[src/rtl/mdio_pkg.sv]
package mdio_pkg;
  localparam int FRAME_BITS = 64;
  localparam int PRE_BITS   = 32;
  localparam int FIELD_W    = 5;
  localparam int DATA_W     = 16;
  localparam int IDX_W      = $clog2(FRAME_BITS);
  // command register layout (software visible)
  localparam int RD_BIT     = 26;
  localparam int WR_BIT     = 27;
  localparam int PHY_LSB    = 16;
  localparam int REG_LSB    = 21;
  // frame bit indices, counted from the first preamble bit
  localparam int TA_FIRST   = 46;
  localparam int DATA_FIRST = 48;

  typedef struct packed {
    logic               wr;
    logic               rd;
    logic [FIELD_W-1:0] regn;
    logic [FIELD_W-1:0] phy;
  } mdio_cmd_t;
endpackage

[src/rtl/mdio_clk_gen.sv]
module mdio_clk_gen #(
  parameter int DIV_HALF = 2
) (
  input  logic clk,
  input  logic rst_n,
  input  logic run,
  output logic mdc,
  output logic rise_stb,
  output logic fall_stb
);
  localparam int CW = (DIV_HALF > 1) ? $clog2(DIV_HALF) : 1;
  localparam logic [CW-1:0] LAST = CW'(DIV_HALF - 1);

  logic [CW-1:0] cnt;
  logic          at_last;

  assign at_last  = run && (cnt == LAST);
  assign rise_stb = at_last && !mdc;
  assign fall_stb = at_last && mdc;

  always_ff @(posedge clk or negedge rst_n) begin
    if (!rst_n) begin
      cnt <= '0;
      mdc <= 1'b0;
    end else if (!run) begin
      cnt <= '0;
      mdc <= 1'b0;
    end else if (cnt == LAST) begin
      cnt <= '0;
      mdc <= ~mdc;
    end else begin
      cnt <= cnt + 1'b1;
    end
  end
endmodule

[src/rtl/mdio_frame_eng.sv]
module mdio_frame_eng
  import mdio_pkg::*;
(
  input  logic               clk,
  input  logic               rst_n,
  input  logic               start,
  input  logic               start_rd,
  input  logic [FIELD_W-1:0] phy,
  input  logic [FIELD_W-1:0] regn,
  input  logic [DATA_W-1:0]  wdata,
  input  logic               rise_stb,
  input  logic               fall_stb,
  input  logic               mdio_i,
  output logic               run,
  output logic               mdio_o,
  output logic               mdio_oe,
  output logic               done,
  output logic [DATA_W-1:0]  rdata,
  output logic [IDX_W-1:0]   bit_idx
);
  logic [FRAME_BITS-1:0] shreg;
  logic                  is_rd;
  logic [FRAME_BITS-1:0] frame_word;

  assign frame_word = {{PRE_BITS{1'b1}}, 2'b01,
                       (start_rd ? 2'b10 : 2'b01), phy, regn,
                       (start_rd ? 2'b11 : 2'b10),
                       (start_rd ? {DATA_W{1'b1}} : wdata)};

  assign done   = fall_stb && (bit_idx == IDX_W'(FRAME_BITS - 1));
  assign mdio_o = run ? shreg[FRAME_BITS-1] : 1'b1;

  always_ff @(posedge clk or negedge rst_n) begin
    if (!rst_n) begin
      shreg   <= '0;
      is_rd   <= 1'b0;
      run     <= 1'b0;
      mdio_oe <= 1'b0;
      bit_idx <= '0;
      rdata   <= '0;
    end else if (!run) begin
      if (start) begin
        shreg   <= frame_word;
        is_rd   <= start_rd;
        run     <= 1'b1;
        mdio_oe <= 1'b1;
        bit_idx <= '0;
      end
    end else begin
      if (rise_stb && is_rd && (bit_idx >= IDX_W'(DATA_FIRST)))
        rdata <= {rdata[DATA_W-2:0], mdio_i};
      if (done) begin
        run     <= 1'b0;
        mdio_oe <= 1'b0;
      end else if (fall_stb) begin
        shreg   <= shreg << 1;
        bit_idx <= bit_idx + 1'b1;
        if (is_rd && (bit_idx == IDX_W'(TA_FIRST - 1)))
          mdio_oe <= 1'b0;
      end
    end
  end
endmodule

[src/rtl/mdio_regs.sv]
module mdio_regs
  import mdio_pkg::*;
(
  input  logic              clk,
  input  logic              rst_n,
  input  logic              reg_we,
  input  logic              reg_sel,
  input  logic [31:0]       reg_wdata,
  output logic [31:0]       reg_rdata,
  input  logic              done,
  input  logic [DATA_W-1:0] rdata,
  output mdio_cmd_t         cmd,
  output logic [31:0]       data_q,
  output logic              busy,
  output logic              start,
  output logic              start_rd
);
  logic [DATA_W-1:0] result;

  assign busy     = cmd.rd | cmd.wr;
  assign start_rd = reg_wdata[RD_BIT];
  assign start    = reg_we && !reg_sel && !busy &&
                    (reg_wdata[RD_BIT] | reg_wdata[WR_BIT]);

  always_ff @(posedge clk or negedge rst_n) begin
    if (!rst_n) begin
      cmd    <= '0;
      data_q <= '0;
      result <= '0;
    end else begin
      if (reg_we && reg_sel)
        data_q <= reg_wdata;
      if (reg_we && !reg_sel && !busy) begin
        cmd.rd   <= reg_wdata[RD_BIT];
        cmd.wr   <= reg_wdata[WR_BIT] & ~reg_wdata[RD_BIT];
        cmd.regn <= reg_wdata[REG_LSB +: FIELD_W];
        cmd.phy  <= reg_wdata[PHY_LSB +: FIELD_W];
      end else if (done) begin
        cmd.rd <= 1'b0;
        cmd.wr <= 1'b0;
        if (cmd.rd)
          result <= rdata;
      end
    end
  end

  always_comb begin
    if (reg_sel)
      reg_rdata = data_q;
    else
      reg_rdata = {4'b0, cmd.wr, cmd.rd, cmd.regn, cmd.phy, result};
  end
endmodule

[src/rtl/mdio_mgmt_ctrl.sv]
module mdio_mgmt_ctrl
  import mdio_pkg::*;
#(
  parameter int DIV_HALF = 2
) (
  input  logic        clk,
  input  logic        rst_n,
  input  logic        reg_we,
  input  logic        reg_sel,
  input  logic [31:0] reg_wdata,
  output logic [31:0] reg_rdata,
  output logic        mdc,
  output logic        mdio_o,
  output logic        mdio_oe,
  input  logic        mdio_i
);
  mdio_cmd_t         cmd_q;
  logic [31:0]       data_q;
  logic              busy, start, start_rd, run, rise_stb, fall_stb;
  logic              frame_done;
  logic [DATA_W-1:0] rx_data;
  logic [IDX_W-1:0]  bit_idx;
  logic              cmd_rd, cmd_wr;
  logic [9:0]        cmd_fields;

  assign cmd_rd     = cmd_q.rd;
  assign cmd_wr     = cmd_q.wr;
  assign cmd_fields = {cmd_q.regn, cmd_q.phy};

  mdio_regs u_regs (
    .clk(clk), .rst_n(rst_n), .reg_we(reg_we), .reg_sel(reg_sel),
    .reg_wdata(reg_wdata), .reg_rdata(reg_rdata), .done(frame_done),
    .rdata(rx_data), .cmd(cmd_q), .data_q(data_q), .busy(busy),
    .start(start), .start_rd(start_rd)
  );

  mdio_clk_gen #(.DIV_HALF(DIV_HALF)) u_clk (
    .clk(clk), .rst_n(rst_n), .run(run), .mdc(mdc),
    .rise_stb(rise_stb), .fall_stb(fall_stb)
  );

  mdio_frame_eng u_eng (
    .clk(clk), .rst_n(rst_n), .start(start), .start_rd(start_rd),
    .phy(reg_wdata[PHY_LSB +: FIELD_W]), .regn(reg_wdata[REG_LSB +: FIELD_W]),
    .wdata(data_q[DATA_W-1:0]), .rise_stb(rise_stb), .fall_stb(fall_stb),
    .mdio_i(mdio_i), .run(run), .mdio_o(mdio_o), .mdio_oe(mdio_oe),
    .done(frame_done), .rdata(rx_data), .bit_idx(bit_idx)
  );
endmodule

[config.mk]
export PLATFORM = sky130hd
export DESIGN_NAME = mdio_mgmt_ctrl
export DESIGN_NICKNAME = d
export VERILOG_FILES = /design/src/rtl/mdio_pkg.sv /design/src/rtl/mdio_clk_gen.sv /design/src/rtl/mdio_frame_eng.sv /design/src/rtl/mdio_regs.sv /design/src/rtl/mdio_mgmt_ctrl.sv
export SDC_FILE = /design/constraint.sdc
export NUM_CORES = 1
export LEC_CHECK = 0
export BUFFER_PORTS_ARGS = -buffer_cell sky130_fd_sc_hd__buf_2
export CAP_MARGIN = 10
export CORE_AREA = 3 3 123 125
export CTS_BUF_LIST = sky130_fd_sc_hd__clkbuf_4 sky130_fd_sc_hd__clkbuf_8 sky130_fd_sc_hd__clkbuf_16
export CTS_CLUSTER_DIAMETER = 50
export DETAILED_ROUTE_END_ITERATION = 16
export DIE_AREA = 0 0 126 128
export GPL_TIMING_DRIVEN = 1
export PLACE_DENSITY = 0.63
export SETUP_SLACK_MARGIN = 0.2
export SLEW_MARGIN = 5
export SYNTH_ARGS = -nofsm -noshare
export SYNTH_HDL_FRONTEND = slang
export SYNTH_SLANG_ARGS = --single-unit
export TNS_END_PERCENT = 100
[constraint.sdc]
create_clock -name clk -period 2 [get_ports clk]
set_input_delay 0.4 -clock clk [delete_from_list [all_inputs] [get_ports clk]]
set_output_delay 0.4 -clock clk [all_outputs]
set_load 0.01 [all_outputs]
==> impl_results.rst, run 1 <==
.. list-table::
   :header-rows: 1

   * - Metric
     - Value
   * - Layout cell share with drive strength beyond 1
     - 42.55%
   * - Number of iterations in the first detailed-routing pass
     - 4
   * - Clock buffer count from CTS
     - 17
   * - Number of synthesized register bits
     - ~150
   * - Placement Setup Slack
     - 0.06040 ns
   * - Cell area after placement
     - ~7000 µm²
   * - Relative max-transition margin
     - 75.46%
   * - Static Leakage
     - 3.675 nW
   * - Effective utilization at floorplan
     - 45.12%
   * - Commonest cells after routing, fill and taps aside
     - sky130_fd_sc_hd__dfrtp_1 (150), sky130_fd_sc_hd__mux2_2 (98), sky130_fd_sc_hd__buf_2 (70)
   * - Die area
     - about 16000 µm²
   * - Final antenna diode count
     - 0
   * - Outcome
     - complete, no violations
   * - Time the worst path needs with I/O delays and setup
     - about 1.8 ns
   * - Post-Syn Nets
     - 506
   * - GP Congestion
     - 0.7974
   * - Net count reported at finish
     - 592
   * - Reg-to-Reg Start
     - u_eng.bit_idx[1]
   * - Die span in x
     - 126 µm
   * - Remaining design rule violation count
     - 0
   * - Fin util
     - 54.89%
   * - Overall die height
     - 128 µm
   * - Cell internal pwr
     - 5.481 mW
   * - Unique cell type count in the Yosys netlist
     - 38
   * - Final count of pins violating max slew
     - 0
   * - Number of global-route vias before repair
     - roughly 4300
   * - Part of the total power dissipated in combinational logic
     - 10.4%
   * - Part of the power in the clock network
     - 40.9%
   * - Average vias per placed instance
     - around 5.5
   * - Mean post-synth cell area
     - 13.51 µm²
   * - Number of hold-slack violations in the final timing report
     - 0
   * - Capturing element type of the critical path
     - flip-flop
   * - Achievable clock frequency
     - 564.3 MHz
   * - Largest vdd supply drop
     - 0.0005729 V
   * - Total of warnings raised by yosys
     - 0
   * - Largest net degree at the start of global routing
     - 58
   * - Routed WL per cell
     - 17.69 µm
   * - Global-route wire length before repair
     - around 22000 µm
   * - Pwr per Cell Area
     - 921.8 nW/µm²
   * - Maximum clock insertion buffer count
     - 2
   * - Leading cell type in the layout, fill and taps excluded
     - sky130_fd_sc_hd__dfrtp_1
   * - Part of the power in registers
     - approximately half
   * - CP Data Required Time
     - 2.30 ns
   * - I/O Pins
     - 72
   * - H-tree levels
     - 4
   * - FF/Latch Area
     - 3780 µm²
   * - Clock Sinks
     - 151
   * - Library cell used as clock root buffer
     - sky130_fd_sc_hd__clkbuf_16
   * - CP arrival
     - between 2 and 2.5 ns
   * - Nature of the critical path startpoint
     - flip-flop
   * - Final-report setup violation count
     - 0
   * - Clock Skews
     - roughly 0.0076 ns
   * - Net switching power of the design
     - 1.597 mW
   * - Fillers
     - about 1200
   * - Min-delay worst type
     - primary input to flip-flop
   * - Total via count in the routed design
     - 4074
   * - CTS tree
     - yes
   * - Area growth from synthesis to layout
     - 21.67%
   * - Antenna violations before repair
     - 0
   * - Critical Setup Path Class
     - flip-flop to flip-flop
   * - Detailed Place HPWL
     - ~8500 µm
   * - Fraction of the cycle the final worst path needs
     - 88.61%
   * - Sequential-to-total area share from yosys stat
     - 59.87%
   * - Area of the multi-input gates
     - 2416 µm²
   * - Slew at the pin with the worst max-slew slack
     - 0.3681 ns
   * - Clock slew seen by the registers of the worst setup and hold paths
     - approximately 0.060 ns
   * - RSZ-0062 raised after global routing
     - yes
   * - I/O Buffers
     - 71
   * - Clock latency on the worst-skew pair
     - 0.41 ns
   * - Violation count after the first detailed-routing iteration
     - 171
   * - Post-synthesis cell area
     - 6311 µm²
   * - Overflow after GRT
     - 0
   * - Net switching fraction of the power
     - 22.56%
   * - Final std cell area, no fill
     - 7679 µm²
   * - Final critical-path setup slack
     - 0.2278 ns
   * - Final Routed Wirelength
     - 13160 µm
   * - Number of standard-cell rows in the floorplan
     - 43
   * - Min-Delay Startpoint
     - reg_wdata[5]
   * - Highest net fanout along the worst path
     - 8
   * - Final ANT Viol Nets
     - 0
   * - Launching instance or port of the critical path
     - u_eng.bit_idx[1]
   * - Summed negative setup slack over all endpoints
     - 0 ns
   * - GRT Total Usage
     - 17.21%
   * - Gate count of the mapped netlist
     - 467
   * - Total of max-cap violations
     - 0
   * - Core area
     - 13990 µm²
   * - Hold WS
     - 0.2133 ns
## sequential cells by signal, summed over array words and instances (netlist names)
signal and count:
u_eng.shreg 64, u_regs.data_q 32, u_eng.rdata 16, u_regs.result 16, u_regs.cmd 12, u_eng.bit_idx 6, u_clk.cnt 1, u_clk.mdc 1
u_eng.is_rd 1, u_eng.mdio_oe 1, u_eng.run 1
## path summary, 6_finish.rpt
| path | slack, ns | to | depth (start not counted) |
|---|---|---|---|
| max | 0.23 | u_regs.result[4] | 6 |
| min | 0.21 | u_regs.data_q[5] | 2 |
| max reg2reg | 0.23 | u_regs.result[4] | 6 |
| min reg2reg | 0.49 | u_regs.data_q[26] | 2 |
| max in group asynchronous | 0.96 | u_eng.shreg[16] | 3 |
| min in group asynchronous | 0.41 | u_eng.shreg[41] | 2 |
## cells by family after synthesis
| kind of cell | after synthesis | share of synthesized area, % |
|---|---|---|
| buffers and inverters | 37 | 2.974 |
| adders and majority gates | 2 | 0.3964 |
| xor gates and xnor gates | 2 | 0.2776 |
| AOI/OAI and AO/OA | 94 | 10.49 |
| DFF | 151 | 59.87 |
| muxes | 116 | 20.42 |
| and+or+nand+nor | 65 | 5.571 |
## repair_timing
item | in CTS | in global routing
gates cloned | 2 | 1
pin swaps | 2 | 2
hold buffers | 1 | 0
setup endpoints to repair | 71 | 74
resized for setup | 5 | 11
setup buffers | 0 | 3
hold endpoints to repair | 19 | 0
## per-stage QoR
| step | instances | total power, mW |
|---|---|---|
| after floorplan | 467 | 3.886 |
| after global placement | 707 | 4.213 |
| after detailed placement | 707 | 4.242 |
| after CTS | 740 | 7.175 |
| after global routing | 744 | 7.408 |
| final | 744 | 7.078 |
## cells in the mapped netlist
library cell	n	area [µm²]
sky130_fd_sc_hd__nor2_1	6	22.52
sky130_fd_sc_hd__buf_1	5	18.77
sky130_fd_sc_hd__buf_2	9	45.04
sky130_fd_sc_hd__inv_1	4	15.01
sky130_fd_sc_hd__buf_4	2	15.01
sky130_fd_sc_hd__a41oi_1	1	8.760
sky130_fd_sc_hd__mux2_2	98	1104
sky130_fd_sc_hd__nand2b_1	1	6.260
sky130_fd_sc_hd__a32o_1	2	20.02
sky130_fd_sc_hd__nand2_2	2	12.51
sky130_fd_sc_hd__o211ai_2	1	12.51
sky130_fd_sc_hd__nor3_2	1	10.01
sky130_fd_sc_hd__mux2i_1	14	140.1
sky130_fd_sc_hd__nand4b_1	2	17.52
sky130_fd_sc_hd__and3_1	1	6.260
sky130_fd_sc_hd__nand3_1	32	160.2
sky130_fd_sc_hd__xnor2_1	2	17.52
sky130_fd_sc_hd__clkbuf_1	12	45.04
sky130_fd_sc_hd__o21ai_0	3	15.01
sky130_fd_sc_hd__nand2_1	9	33.78
sky130_fd_sc_hd__mux2_1	4	45.04
sky130_fd_sc_hd__and2_1	5	31.28
sky130_fd_sc_hd__nor2b_1	1	6.260
sky130_fd_sc_hd__a22o_1	4	35.03
sky130_fd_sc_hd__nor4b_4	1	23.77
sky130_fd_sc_hd__nor3_1	3	15.01
sky130_fd_sc_hd__o21ai_1	28	140.1
sky130_fd_sc_hd__buf_6	4	45.04
sky130_fd_sc_hd__o22a_1	32	280.3
sky130_fd_sc_hd__a21o_1	1	7.510
sky130_fd_sc_hd__or3_1	1	6.260
sky130_fd_sc_hd__a2bb2oi_1	1	8.760
sky130_fd_sc_hd__a21oi_1	2	10.01
sky130_fd_sc_hd__o22ai_1	17	106.4
sky130_fd_sc_hd__inv_2	1	3.750
sky130_fd_sc_hd__ha_1	2	25.02
sky130_fd_sc_hd__o2bb2ai_1	2	17.52
sky130_fd_sc_hd__dfrtp_1	151	3779
## power by group through the flow
| stage | clock network (mW) | registers [mW] | logic, mW |
|---|---|---|---|
| 2_1_floorplan | 0 | 3.43 | 0.452 |
| 5_1_grt | 3.11 | 3.48 | 0.814 |
| 3_3_place_gp | 0 | 3.48 | 0.735 |
| 3_5_place_dp | 0 | 3.49 | 0.749 |
| 4_1_cts | 2.97 | 3.45 | 0.755 |
| 6_report | 2.89 | 3.45 | 0.735 |
## critical path: stages, from the launching register on
cell	delay [ns]
sky130_fd_sc_hd__dfrtp_1	0.41
sky130_fd_sc_hd__ha_4	0.18
sky130_fd_sc_hd__nand3_4	0.09
sky130_fd_sc_hd__buf_6	0.15
sky130_fd_sc_hd__nor3_4	0.31
sky130_fd_sc_hd__nand2_4	0.18
sky130_fd_sc_hd__mux2_1	0.33
## layer usage
layer	part of all wire, %	up-vias	global-route usage, %
li1	-	1894	-
met1	48	2073	24.12
met2	46	95	26.35
met3	4.8	12	4.292
met4	1.0	0	5.931
met5	0	-	0
## area by class of cell
type	count	share of cell area (%)
inverter	5	0.2444
clock buffer	27	6.844
tap	180	2.933
multi-input combinational	280	31.46
clock inverter	3	0.2281
sequential	151	49.23
timing repair buffer	98	9.060
Power figures use the tool's default switching activity.
==> run 2: changes to the inputs <==
--- a/config.mk
+++ b/config.mk
@@ -7,13 +7,15 @@
 export LEC_CHECK = 0
 export BUFFER_PORTS_ARGS = -buffer_cell sky130_fd_sc_hd__buf_2
 export CAP_MARGIN = 10
+export CELL_PAD_IN_SITES_DETAIL_PLACEMENT = 1
+export CELL_PAD_IN_SITES_GLOBAL_PLACEMENT = 1
 export CORE_AREA = 3 3 123 125
 export CTS_BUF_LIST = sky130_fd_sc_hd__clkbuf_4 sky130_fd_sc_hd__clkbuf_8 sky130_fd_sc_hd__clkbuf_16
 export CTS_CLUSTER_DIAMETER = 50
 export DETAILED_ROUTE_END_ITERATION = 16
 export DIE_AREA = 0 0 126 128
 export GPL_TIMING_DRIVEN = 1
-export PLACE_DENSITY = 0.63
+export PLACE_DENSITY = 0.84
 export SETUP_SLACK_MARGIN = 0.2
 export SLEW_MARGIN = 5
 export SYNTH_ARGS = -nofsm -noshare
==> run 2 against run 1 <==
Compared with the run above: global-route usage increased by 4.3 points; highest routed layer unchanged; register-to-register slack got worse by 0.02 ns; critical endpoint is now u_eng.shreg[23]; utilization decreased by 0.20 points.
==> impl_results.rst, run 2 (same netlist as run 1, synthesis figures left out) <==
.. list-table::
   :header-rows: 1

   * - Metric
     - Value
   * - Hold WS
     - 0.2042 ns (was 0.2133 ns)
   * - Met2 Resource Use GR
     - 37.59% (was 26.35%)
   * - Detailed Place HPWL
     - 10260 µm (was 8548 µm)
   * - Cell-by-cell listing of the critical path
     - ha_4 > nand3_4 > o21ai_4 > and2_1 > buf_4 > o21ai_1 (was ha_4 > nand3_4 > buf_6 > nor3_4 > nand2_4 > mux2_1)
   * - CTS tree
     - yes (unchanged)
   * - Largest registers
     - u_eng.shreg: 64 flops, u_regs.data_q: 32 flops (unchanged)
   * - Capturing element type of the critical path
     - flip-flop (unchanged)
   * - Largest vdd supply drop
     - 0.0007982 V (was 0.0005729 V)
   * - Clock Sinks
     - 151 (unchanged)
   * - Met1 routing resource usage after global routing
     - 25.29% (was 24.12%)
   * - Nature of the critical path startpoint
     - flip-flop (unchanged)
   * - Register-to-Register Path Depth
     - 6 (unchanged)
   * - Static Leakage
     - 3.643 nW (was 3.675 nW)
   * - Cell Count, Final, Fillers Out
     - 744 (unchanged)
   * - I/O Pins
     - 72 (unchanged)
   * - Fraction of the cycle the final worst path needs
     - 89.43% (was 88.61%)
   * - Buffering stage count on the worst path with inverters included
     - 1 (unchanged)
   * - Outcome
     - complete, no violations (unchanged)
   * - H-tree levels
     - 4 (unchanged)
   * - I/O Buffers
     - 71 (unchanged)
   * - Net count reported at finish
     - 590 (was 592)
   * - Total of max-cap violations
     - 0 (unchanged)
   * - Fillers
     - 1408 (was 1194)
   * - Final-report setup violation count
     - 0 (unchanged)
   * - Min-delay worst type
     - primary input to flip-flop (unchanged)
   * - CP Data Required Time
     - 2.29 ns (was 2.30 ns)
   * - Maximum clock insertion buffer count
     - 2 (unchanged)
   * - Hold path cells
     - 2 (unchanged)
   * - # placed instances
     - 705 (was 707)
   * - Final std cell area, no fill
     - 7651 µm² (was 7679 µm²)
   * - Number of standard-cell rows in the floorplan
     - 43 (unchanged)
   * - Flip-flop count of the largest register after layout
     - 64 (unchanged)
   * - GR Util met3
     - 5.417% (was 4.292%)
   * - GP Congestion
     - 0.7487 (was 0.7974)
   * - Fin util
     - 54.70% (was 54.89%)
   * - Routed WL per cell
     - 23.42 µm (was 17.69 µm)
   * - Slowest CP cell
     - sky130_fd_sc_hd__dfrtp_1 (unchanged)
   * - Die span in x
     - 126 µm (unchanged)
   * - Number of global-route vias before repair
     - 4932 (was 4342)
   * - Clock latency on the worst-skew pair
     - 0.43 ns (was 0.41 ns)
   * - Remaining design rule violation count
     - 0 (unchanged)
   * - Final antenna diode count
     - 0 (unchanged)
   * - Total via count in the routed design
     - 4365 (was 4074)
   * - Average vias per placed instance
     - 5.867 (was 5.476)
   * - Max stage delay on crit path
     - 0.43 ns (was 0.41 ns)
   * - Critical path's top delay family
     - flip-flops (was simple AND/OR/NAND/NOR gates)
   * - Cell area after placement
     - 6933 µm² (was 6973 µm²)
   * - Number of hold-slack violations in the final timing report
     - 0 (unchanged)
   * - Overflow after GRT
     - 0 (unchanged)
   * - Final ANT Viol Nets
     - 0 (unchanged)
   * - Area growth from synthesis to layout
     - 21.23% (was 21.67%)
   * - Antenna violations before repair
     - 0 (unchanged)
   * - Summed negative setup slack over all endpoints
     - 0 ns (unchanged)
   * - Total Power
     - 7.600 mW (was 7.078 mW)
   * - Final count of pins violating max slew
     - 0 (unchanged)
   * - Largest net degree at the start of global routing
     - 54 (was 58)
   * - Layout cell share with drive strength beyond 1
     - 42.20% (was 42.55%)
   * - Library cell used as clock root buffer
     - sky130_fd_sc_hd__clkbuf_16 (unchanged)
   * - Die area
     - 16130 µm² (unchanged)
   * - Overall die height
     - 128 µm (unchanged)
   * - Clock Skews
     - 0.01059 ns (was 0.007574 ns)
   * - Most crowded layer after global routing
     - met2 (unchanged)
   * - Time the worst path needs with I/O delays and setup
     - 1.789 ns (was 1.772 ns)
   * - Highest net fanout along the worst path
     - 12 (was 8)
   * - RSZ-0062 raised after global routing
     - no (was yes)
   * - CP arrival
     - 2.08 ns (was 2.07 ns)
   * - Commonest cells after routing, fill and taps aside
     - sky130_fd_sc_hd__dfrtp_1 (150), sky130_fd_sc_hd__mux2_2 (98), sky130_fd_sc_hd__buf_2 (70) (unchanged)
   * - Violation count after the first detailed-routing iteration
     - 329 (was 171)
   * - Relative max-transition margin
     - 65.07% (was 75.46%)
   * - Clock buffer count from CTS
     - 17 (unchanged)
   * - Largest reg by FF count
     - u_eng.shreg (unchanged)
   * - Global-route wire length before repair
     - 27010 µm (was 22180 µm)
   * - Effective utilization at floorplan
     - 45.12% (unchanged)
   * - Core area
     - 13990 µm² (unchanged)
   * - Leading cell type in the layout, fill and taps excluded
     - sky130_fd_sc_hd__dfrtp_1 (unchanged)
   * - Area of the multi-input gates
     - 2415 µm² (was 2416 µm²)
   * - Critical Setup Path Class
     - flip-flop to flip-flop (unchanged)
   * - Number of iterations in the first detailed-routing pass
     - 4 (unchanged)
   * - Clock slew seen by the registers of the worst setup and hold paths
     - 0.06 ns (about the same)
   * - GRT Total Usage
     - 21.49% (was 17.21%)
   * - Number of cells on the critical path
     - 6 (unchanged)
   * - Final Routed Wirelength
     - 17420 µm (was 13160 µm)
   * - Slew at the pin with the worst max-slew slack
     - 0.5240 ns (was 0.3681 ns)
   * - Achievable clock frequency
     - 559.1 MHz (was 564.3 MHz)
   * - Final critical-path setup slack
     - 0.2115 ns (was 0.2278 ns)
   * - FF/Latch Area
     - 3780 µm² (unchanged)
   * - Placement Setup Slack
     - -0.05711 ns (was 0.06040 ns)
   * - Pwr per Cell Area
     - 993.3 nW/µm² (was 921.8 nW/µm²)
-- run 2: final timing paths --
check	slack [ns]	endpoint	from
worst max register to register	0.21	u_eng.shreg[23]	u_eng.bit_idx[1]
max in group asynchronous	0.83	u_eng.rdata[14]	rst_n
min in group asynchronous	0.51	u_eng.rdata[0]	rst_n
worst min-delay path	0.20	u_regs.data_q[9]	reg_wdata[9]
worst max-delay path	0.21	u_eng.shreg[23]	u_eng.bit_idx[1]
worst min register to register	0.48	u_eng.shreg[63]	u_eng.shreg[63]
-- run 2: area by class of cell --
type,count,area share [%]
Sequential cell,151,49.40
Multi-Input combinational cell,280,31.56
Timing Repair Buffer,96,7.915
Clock buffer,22,6.296
Tap cell,180,2.944
Clock inverter,10,1.635
Inverter,5,0.2453
-- run 2: power breakdown --
part | internal, mW | total [mW] | switching (mW)
clock | 2.07 | 3.31 | 1.24
combinational | 0.429 | 0.822 | 0.393
sequential | 3.29 | 3.47 | 0.181
-- run 2: repair_timing --
item,in CTS,in global routing
buffers inserted,2,3
pin swaps,3,3
hold buffers,1,0
gates cloned,1,0
resized for setup,7,4
setup endpoints to repair,82,82
endpoints found under the hold margin,50,0
-- run 2: layer usage --
| layer | vias to the layer above | wire, µm |
|---|---|---|
| li1 | 1886 | - |
| met1 | 2309 | 6926 |
| met2 | 131 | 9370 |
| met3 | 39 | 663 |
| met4 | 0 | 461 |
| met5 | - | 0 |
